**src/rtl/zt_pkg.sv**
```systemverilog
package zt_pkg;
  localparam int unsigned BEAT_BITS = 2;
  localparam int unsigned BYTE_W    = 9;

  typedef enum logic {
    ORD_LINEAR = 1'b0,
    ORD_INTLV  = 1'b1
  } burst_ord_e;

  // Low address bits for a given beat of a burst
  function automatic logic [BEAT_BITS-1:0] beat_lo(
    input logic [BEAT_BITS-1:0] start,
    input logic [BEAT_BITS-1:0] beat,
    input burst_ord_e           ord
  );
    if (ord == ORD_INTLV) return start ^ beat;
    return start + beat;
  endfunction
endpackage

```
**src/rtl/zt_burst_ctl.sv**
```systemverilog
module zt_burst_ctl
  import zt_pkg::*;
#(
  parameter int unsigned ADDR_W = 6,
  parameter int unsigned NBYTE  = 2
) (
  input  logic              clk,
  input  logic              rst_n,
  input  logic              sleep,
  input  logic              ce1_n,
  input  logic              ce2,
  input  logic              ce3_n,
  input  logic              adv,
  input  logic              rw_n,
  input  logic [ADDR_W-1:0] addr,
  input  logic [NBYTE-1:0]  bw_n,
  input  burst_ord_e        ord,
  output logic              op_vld,
  output logic              op_wr,
  output logic [ADDR_W-1:0] op_addr,
  output logic [NBYTE-1:0]  op_bw_n
);
  logic                 act_q, act_d;
  logic                 wr_q, wr_d;
  logic [ADDR_W-1:0]    base_q, base_d;
  logic [BEAT_BITS-1:0] beat_q, beat_d, beat_nx;
  logic                 chip_sel, new_cmd, cont, st_en;

  always_comb begin
    chip_sel = !ce1_n && ce2 && !ce3_n;
    new_cmd  = !sleep && !adv && chip_sel;
    cont     = !sleep && adv && act_q;
    beat_nx  = beat_q + 1'b1;
    st_en    = new_cmd || cont || act_q;
    act_d    = act_q;
    wr_d     = wr_q;
    base_d   = base_q;
    beat_d   = beat_q;
    if (new_cmd) begin
      act_d  = 1'b1;
      wr_d   = !rw_n;
      base_d = addr;
      beat_d = '0;
    end else if (cont) begin
      beat_d = beat_nx;
    end else begin
      act_d  = 1'b0;
    end
  end

  always_comb begin
    op_vld  = new_cmd || cont;
    op_wr   = new_cmd ? !rw_n : wr_q;
    op_addr = new_cmd ? addr
                      : {base_q[ADDR_W-1:BEAT_BITS], beat_lo(base_q[BEAT_BITS-1:0], beat_nx, ord)};
    op_bw_n = bw_n;
  end

  always_ff @(posedge clk or negedge rst_n) begin
    if (!rst_n) begin
      act_q  <= 1'b0;
      wr_q   <= 1'b0;
      base_q <= '0;
      beat_q <= '0;
    end else if (st_en) begin
      act_q  <= act_d;
      wr_q   <= wr_d;
      base_q <= base_d;
      beat_q <= beat_d;
    end
  end

  AST_ADV_IDLE_DROPPED: assert property (@(posedge clk) disable iff (!rst_n)
    (adv && !act_q) |-> !op_vld);

  AST_BURST_PAGE_HELD: assert property (@(posedge clk) disable iff (!rst_n)
    (op_vld && adv && $past(op_vld)) |->
      op_addr[ADDR_W-1:BEAT_BITS] == $past(op_addr[ADDR_W-1:BEAT_BITS]));
endmodule

```
**src/rtl/zt_late_write.sv**
```systemverilog
module zt_late_write #(
  parameter int unsigned ADDR_W = 6,
  parameter int unsigned NBYTE  = 2
) (
  input  logic              clk,
  input  logic              rst_n,
  input  logic              flow_mode,
  input  logic              wr_issue,
  input  logic [ADDR_W-1:0] wr_addr,
  input  logic [NBYTE-1:0]  wr_bw_n,
  output logic              commit_vld,
  output logic [ADDR_W-1:0] commit_addr,
  output logic [NBYTE-1:0]  commit_bw_n
);
  localparam int unsigned LAT_MAX = 2;

  for (genvar i = 0; i < LAT_MAX; i++) begin : g_stage
    logic              in_vld, vld_q;
    logic [ADDR_W-1:0] in_addr, addr_q;
    logic [NBYTE-1:0]  in_bw, bw_q;

    if (i == 0) begin : g_src
      assign in_vld  = wr_issue;
      assign in_addr = wr_addr;
      assign in_bw   = wr_bw_n;
    end else begin : g_src
      assign in_vld  = g_stage[i-1].vld_q;
      assign in_addr = g_stage[i-1].addr_q;
      assign in_bw   = g_stage[i-1].bw_q;
    end

    always_ff @(posedge clk or negedge rst_n) begin
      if (!rst_n) vld_q <= 1'b0;
      else        vld_q <= in_vld;
    end

    always_ff @(posedge clk) begin
      if (in_vld) begin
        addr_q <= in_addr;
        bw_q   <= in_bw;
      end
    end
  end

  always_comb begin
    if (flow_mode) begin
      commit_vld  = g_stage[0].vld_q;
      commit_addr = g_stage[0].addr_q;
      commit_bw_n = g_stage[0].bw_q;
    end else begin
      commit_vld  = g_stage[LAT_MAX-1].vld_q;
      commit_addr = g_stage[LAT_MAX-1].addr_q;
      commit_bw_n = g_stage[LAT_MAX-1].bw_q;
    end
  end

  AST_FLOW_WRITE_ONE_LATE: assert property (@(posedge clk) disable iff (!rst_n)
    (flow_mode && wr_issue) |=> (commit_vld && commit_addr == $past(wr_addr)));

  AST_PIPE_WRITE_TWO_LATE: assert property (@(posedge clk) disable iff (!rst_n)
    (!flow_mode && wr_issue) |=> ##1 (commit_vld && commit_addr == $past(wr_addr, 2)));
endmodule

```
**src/rtl/zt_array_rd.sv**
```systemverilog
module zt_array_rd
  import zt_pkg::*;
#(
  parameter int unsigned ADDR_W = 6,
  parameter int unsigned NBYTE  = 2
) (
  input  logic                    clk,
  input  logic                    rst_n,
  input  logic                    flow_mode,
  input  logic                    oe_n,
  input  logic                    sleep,
  input  logic                    rd_issue,
  input  logic [ADDR_W-1:0]       rd_addr,
  input  logic                    commit_vld,
  input  logic [ADDR_W-1:0]       commit_addr,
  input  logic [NBYTE-1:0]        commit_bw_n,
  input  logic [NBYTE*BYTE_W-1:0] din,
  output logic [NBYTE*BYTE_W-1:0] dq_out,
  output logic                    dq_oe
);
  localparam int unsigned WORD_W = NBYTE * BYTE_W;
  localparam int unsigned DEPTH  = 1 << ADDR_W;

  logic [WORD_W-1:0] mem [DEPTH];
  logic [WORD_W-1:0] at_commit, at_rd, commit_word, fwd_word, out_q;
  logic [ADDR_W-1:0] rd_addr_q;
  logic              rd_vld_q, out_vld_q, fwd_hit, data_vld;

  assign at_commit = mem[commit_addr];
  assign at_rd     = mem[rd_addr_q];
  assign fwd_hit   = commit_vld && (commit_addr == rd_addr_q);

  for (genvar g = 0; g < NBYTE; g++) begin : g_byte
    assign commit_word[g*BYTE_W +: BYTE_W] =
      commit_bw_n[g] ? at_commit[g*BYTE_W +: BYTE_W] : din[g*BYTE_W +: BYTE_W];
    assign fwd_word[g*BYTE_W +: BYTE_W] =
      (fwd_hit && !commit_bw_n[g]) ? din[g*BYTE_W +: BYTE_W] : at_rd[g*BYTE_W +: BYTE_W];
  end

  always_ff @(posedge clk) begin
    if (commit_vld) mem[commit_addr] <= commit_word;
  end

  always_ff @(posedge clk or negedge rst_n) begin
    if (!rst_n) begin
      rd_vld_q  <= 1'b0;
      out_vld_q <= 1'b0;
    end else begin
      rd_vld_q  <= rd_issue;
      out_vld_q <= rd_vld_q;
    end
  end

  always_ff @(posedge clk) begin
    if (rd_issue) rd_addr_q <= rd_addr;
    if (rd_vld_q) out_q     <= fwd_word;
  end

  always_comb begin
    dq_out   = flow_mode ? at_rd : out_q;
    data_vld = flow_mode ? rd_vld_q : out_vld_q;
    dq_oe    = data_vld && !oe_n && !sleep;
  end

  AST_FLOW_NO_HAZARD: assert property (@(posedge clk) disable iff (!rst_n)
    (flow_mode && rd_vld_q) |-> !(commit_vld && commit_addr == rd_addr_q));

  AST_SLEEP_NO_READ: assert property (@(posedge clk) disable iff (!rst_n)
    sleep |=> !rd_vld_q);
endmodule

```
**src/rtl/zt_sram.sv**
```systemverilog
module zt_sram
  import zt_pkg::*;
#(
  parameter int unsigned ADDR_W = 6,
  parameter int unsigned NBYTE  = 2
) (
  input  logic                    clk,
  input  logic                    rst_n,
  input  logic                    flow_mode,
  input  logic                    intlv,
  input  logic                    ce1_n,
  input  logic                    ce2,
  input  logic                    ce3_n,
  input  logic                    sleep,
  input  logic                    adv,
  input  logic                    rw_n,
  input  logic [ADDR_W-1:0]       addr,
  input  logic [NBYTE-1:0]        bw_n,
  input  logic [NBYTE*BYTE_W-1:0] din,
  input  logic                    oe_n,
  output logic [NBYTE*BYTE_W-1:0] dq_out,
  output logic                    dq_oe
);
  logic              op_vld, op_wr;
  logic [ADDR_W-1:0] op_addr, commit_addr;
  logic [NBYTE-1:0]  op_bw_n, commit_bw_n;
  logic              commit_vld;
  burst_ord_e        ord;

  assign ord = burst_ord_e'(intlv);

  zt_burst_ctl #(.ADDR_W(ADDR_W), .NBYTE(NBYTE)) u_ctl (
    .clk(clk), .rst_n(rst_n), .sleep(sleep),
    .ce1_n(ce1_n), .ce2(ce2), .ce3_n(ce3_n),
    .adv(adv), .rw_n(rw_n), .addr(addr), .bw_n(bw_n), .ord(ord),
    .op_vld(op_vld), .op_wr(op_wr), .op_addr(op_addr), .op_bw_n(op_bw_n)
  );

  zt_late_write #(.ADDR_W(ADDR_W), .NBYTE(NBYTE)) u_lw (
    .clk(clk), .rst_n(rst_n), .flow_mode(flow_mode),
    .wr_issue(op_vld && op_wr), .wr_addr(op_addr), .wr_bw_n(op_bw_n),
    .commit_vld(commit_vld), .commit_addr(commit_addr), .commit_bw_n(commit_bw_n)
  );

  zt_array_rd #(.ADDR_W(ADDR_W), .NBYTE(NBYTE)) u_arr (
    .clk(clk), .rst_n(rst_n), .flow_mode(flow_mode), .oe_n(oe_n), .sleep(sleep),
    .rd_issue(op_vld && !op_wr), .rd_addr(op_addr),
    .commit_vld(commit_vld), .commit_addr(commit_addr), .commit_bw_n(commit_bw_n),
    .din(din), .dq_out(dq_out), .dq_oe(dq_oe)
  );
endmodule

```
**config.mk**
```make
export PLATFORM = sky130hd
export DESIGN_NAME = zt_sram
export DESIGN_NICKNAME = d
export VERILOG_FILES = /design/src/rtl/zt_pkg.sv /design/src/rtl/zt_burst_ctl.sv /design/src/rtl/zt_late_write.sv /design/src/rtl/zt_array_rd.sv /design/src/rtl/zt_sram.sv
export SDC_FILE = /design/constraint.sdc
export NUM_CORES = 1
export LEC_CHECK = 0
export BUFFER_PORTS_ARGS = -buffer_cell sky130_fd_sc_hd__buf_4
export CAP_MARGIN = 5
export CORE_MARGIN = 2
export CORE_UTILIZATION = 55
export DETAILED_ROUTE_END_ITERATION = 7
export PLACE_DENSITY_LB_ADDON = 0.12
export SETUP_SLACK_MARGIN = 0.2
export SYNTH_ARGS = -nofsm -noshare
export SYNTH_HDL_FRONTEND = slang
export SYNTH_HIERARCHICAL = 1
export SYNTH_SLANG_ARGS = --single-unit
```
**constraint.sdc**
```tcl
create_clock -name clk -period 3.75 [get_ports clk]
set_input_delay 1.125 -clock clk [delete_from_list [all_inputs] [get_ports clk]]
set_output_delay 1.125 -clock clk [all_outputs]
set_load 0.03 [all_outputs]
```
==> flow_metrics.tcl <==
set metrics [dict create \
    grt_setup_unrepaired "true" \
    skew_ps 31.4 \
    crit_type "flop to output pin" \
    p_leak_nw 20.2 \
    synth_top_family_by_area "multiplexers" \
    rr_endpoint "u_arr/out_q[7]$_DFFE_PP_" \
    n_antenna_cell 0 \
    muxShareOfSynthArea 0.132 \
    grt_overflow 0 \
    grt_util_all_layers 0.281 \
    path_buf_inv 2 \
    cap_viol_max_count 0 \
    first_global_vias 26400 \
    fp.coreArea_um2 86800 \
    switchingPower_mw 5.72 \
    synth_cell_type_count 61 \
    num_vias 27400 \
    crit_chain "nor2b_2, a22oi_1, a21oi_1, a221oi_4, buf_6, nand3_4, o21ai_4, buf_6" \
    synth_fp_nets 2783 \
    startpoint_type "flop" \
    cts_sinks 1212 \
    irDropWorstVdd_mv 0.569 \
    cp.required_ps 2620 \
    grt_pass1_wl_um 182000 \
    drt-vias-per-instance 6.25 \
    synth.cell_area_um2 48100 \
    min_path_type "primary input to asynchronous set/reset pin" \
    slew-limit-headroom 0.261 \
    setup_viol 18 \
    crit_family "simple AND/OR/NAND/NOR gates" \
    die_y_um 300 \
    cpMostUsedCell "buf_6" \
    routed_wl_um 128000 \
    async_flop_share 0.0116 \
    rows 108 \
    p_per_area_nw_per_um2 474 \
    grt_max_degree 66 \
    first_iter_violations 3108 \
    firstDrtPassIters 5 \
    clk_path_buf_depth 3 \
    yosys_warnings 6 \
    clock_latency_ps 710 \
    cts_buffers 118 \
    hold_viol 0 \
    synth_edf_count 1192 \
    antenna_found_initial 1 \
    netSwitchingFraction 0.210 \
    ys_seq_area_frac 0.754 \
    min_period_over_period 1.14 \
    crit_arrival_ps 3150 \
    cp.depth 8 \
    syn_inst 2745 \
    die_area_um2 89800 \
    chipWidth_um 300 \
    slowest_stage "nor2b_2" \
    critPathMaxStageDelay_ps 920 \
    reg2reg_depth 10 \
    ys_ff_latch 1212 \
    drc 0 \
    synth-xor-area-share 0.00193 \
    h-tree-depth 3 \
    hpwl_um 79700 \
    synth-compound-area-share 0.0498 \
    timing.reg2reg.setup_slack_ps 1180 \
    fin_crit_ps 4270 \
    final_cell_count_no_fill 4387 \
    syn_to_final_growth_pct 19.4 \
    fin_util 0.662 \
    setup_ws_ps -523 \
    ys.flop_type "edfxtp_1" \
    nets 3174 \
    status "complete, but fails checks" \
    clk_pin_slew_ps 60 \
    fmax_mhz 234 \
    avgSynthCellArea_um2 17.5 \
    clockPowerShare 0.402 \
    synthAdderAreaFrac 0.000260 \
    hold_buffers 0 \
    place_congestion 0.909 \
    cp-end-kind "output pin" \
    initial_core_util 0.554 \
    p_comb_frac 0.049 \
    p_int_mw 21.5 \
    dp_cells 4094 \
    port_buffers 55 \
    clock-root-buffer "clkbuf_16" \
    path_max_fanout 16 \
    yosys.area_share.simple 0.0404 \
    drive_gt1_frac 0.255 \
    tightest_slew_ps 1100 \
    sequentialPowerShare 0.549 \
    wl_per_cell_um 29.3 \
    postRouteAntennaNets 0 \
    total_power_mw 27.2 \
    violations "setup timing" \
    endpoint "dq_out[7]" \
    slew_viol_final 0 \
    io_pins 56 \
    cts_tree "done" \
]
power by group through the flow:
stage / logic (mW) / clock network, mW / registers, mW
6_report: 1.33 / 11.0 / 14.9
2_1_floorplan: 0.550 / 0 / 15.2
3_5_place_dp: 1.16 / 0 / 15.2
5_1_grt: 1.39 / 11.6 / 14.9
4_1_cts: 1.27 / 11.1 / 14.9
3_3_place_gp: 1.14 / 0 / 15.2
repair_timing:
item / 4_1_cts / 5_1_grt
endpoints found under the hold margin: 0 / 0
pin swaps: 32 / 55
gates cloned: 11 / 10
gates resized for setup: 180 / 89
setup buffers: 29 / 27
endpoints found under the setup margin: 18 / 18
sequential cells by signal, indices dropped and copies added, names as in the netlist, named ones only:
signal               flops
u_ctl/act_q              1
u_ctl/base_q             6
u_ctl/beat_q             2
u_arr/out_vld_q          1
u_arr/mem             1152
u_lw/g_stage.vld_q       2
u_arr/out_q             18
u_lw/g_stage.bw_q        4
u_ctl/wr_q               1
u_arr/rd_addr_q          6
u_arr/rd_vld_q           1
u_lw/g_stage.addr_q     12
worst reg2reg max path: stages, from the launching register on:
cell and delay (ps):
dfxtp_4 470, buf_12 210, buf_16 200, bufbuf_16 310
mux2i_1 310, a22oi_1 140, nand3_1 160, nand4_1 180
buf_4 200, nand3_1 80, o21ai_1 70
worst min-delay path by stage:
stage                                   startpoint                             endpoint
2_1_floorplan  u_lw/g_stage[0].addr_q[0]$_DFFE_PP_  u_lw/g_stage[1].addr_q[0]$_DFFE_PP_
3_3_place_gp   u_lw/g_stage[0].addr_q[2]$_DFFE_PP_  u_lw/g_stage[1].addr_q[2]$_DFFE_PP_
3_5_place_dp   u_lw/g_stage[0].addr_q[2]$_DFFE_PP_  u_lw/g_stage[1].addr_q[2]$_DFFE_PP_
4_1_cts                                      rst_n          u_ctl/base_q[0]$_DFFE_PN0P_
5_1_grt                                      rst_n          u_ctl/base_q[2]$_DFFE_PN0P_
6_report                                     rst_n          u_ctl/base_q[0]$_DFFE_PN0P_
layout by cell type, fill, tap and decap left out, types with 14 or more instances in the layout:
cell,count
buf_16,14
o22ai_1,45
mux4_2,21
dfrtp_1,14
clkbuf_16,126
edfxtp_1,1192
buf_12,35
nand4_1,35
mux2i_2,25
clkinv_1,27
nand3_1,65
nand2_1,49
inv_1,30
a22oi_1,148
a21oi_1,30
mux2_2,28
a22oi_2,54
buf_4,335
clkbuf_1,31
nor2_1,158
clkinv_2,24
buf_6,32
mux2i_1,492
logic make-up after synthesis:
group	Yosys count
xor+xnor	9
mux	590
flops	1212
fa+ha+maj	1
simple gates	394
compound gates	345
buf+inv	194
per-stage QoR:
stage	area [µm²]	setup TNS [ps]	setup slack (ps)	hold slack, ps
floorplan	48100	0	365	427
global placement	51700	-1920	-404	434
detailed placement	51700	-2320	-399	440
CTS	56600	-8500	-528	233
global route	57400	-9220	-573	259
finish	57400	-8250	-523	271
Yosys cell counts, drive strengths merged (4+ instances only):
cell type / n / area share
or3: 4 / 0.00052
and4b: 4 / 0.00083
nand2b: 6 / 0.00078
a221oi: 14 / 0.0029
nand2: 49 / 0.0038
mux2i: 524 / 0.11
buf: 117 / 0.016
a21oi: 34 / 0.0035
nor2b: 13 / 0.0017
o21ai: 32 / 0.0033
inv: 30 / 0.0023
nor4: 15 / 0.0020
nand4: 35 / 0.0046
edfxtp: 1192 / 0.74
dfrtp: 14 / 0.0073
mux4: 25 / 0.012
a31oi: 13 / 0.0017
o22ai: 46 / 0.0060
nand3: 70 / 0.0073
nor2: 164 / 0.013
and2: 6 / 0.00081
clkbuf: 47 / 0.0037
xnor2: 6 / 0.0011
a22oi: 202 / 0.032
dfxtp: 6 / 0.0025
nand3b: 6 / 0.00094
mux2: 41 / 0.011
layer usage:
layer | GRT usage | share of wire
met5 | 0 | 0
met4 | 0.0833 | 0.029
met3 | 0.0451 | 0.080
met2 | 0.458 | 0.49
met1 | 0.396 | 0.41
final cells by class:
class	instances	area, µm²
clock inverters	67	469
multi-input cells	1343	11700
flip-flops and latches	1212	36300
inverters	30	113
fillers	5892	29400
clock buffers	149	3070
well taps	1155	1450
repair buffers	431	4280
(Power assumes the default switching activity.)
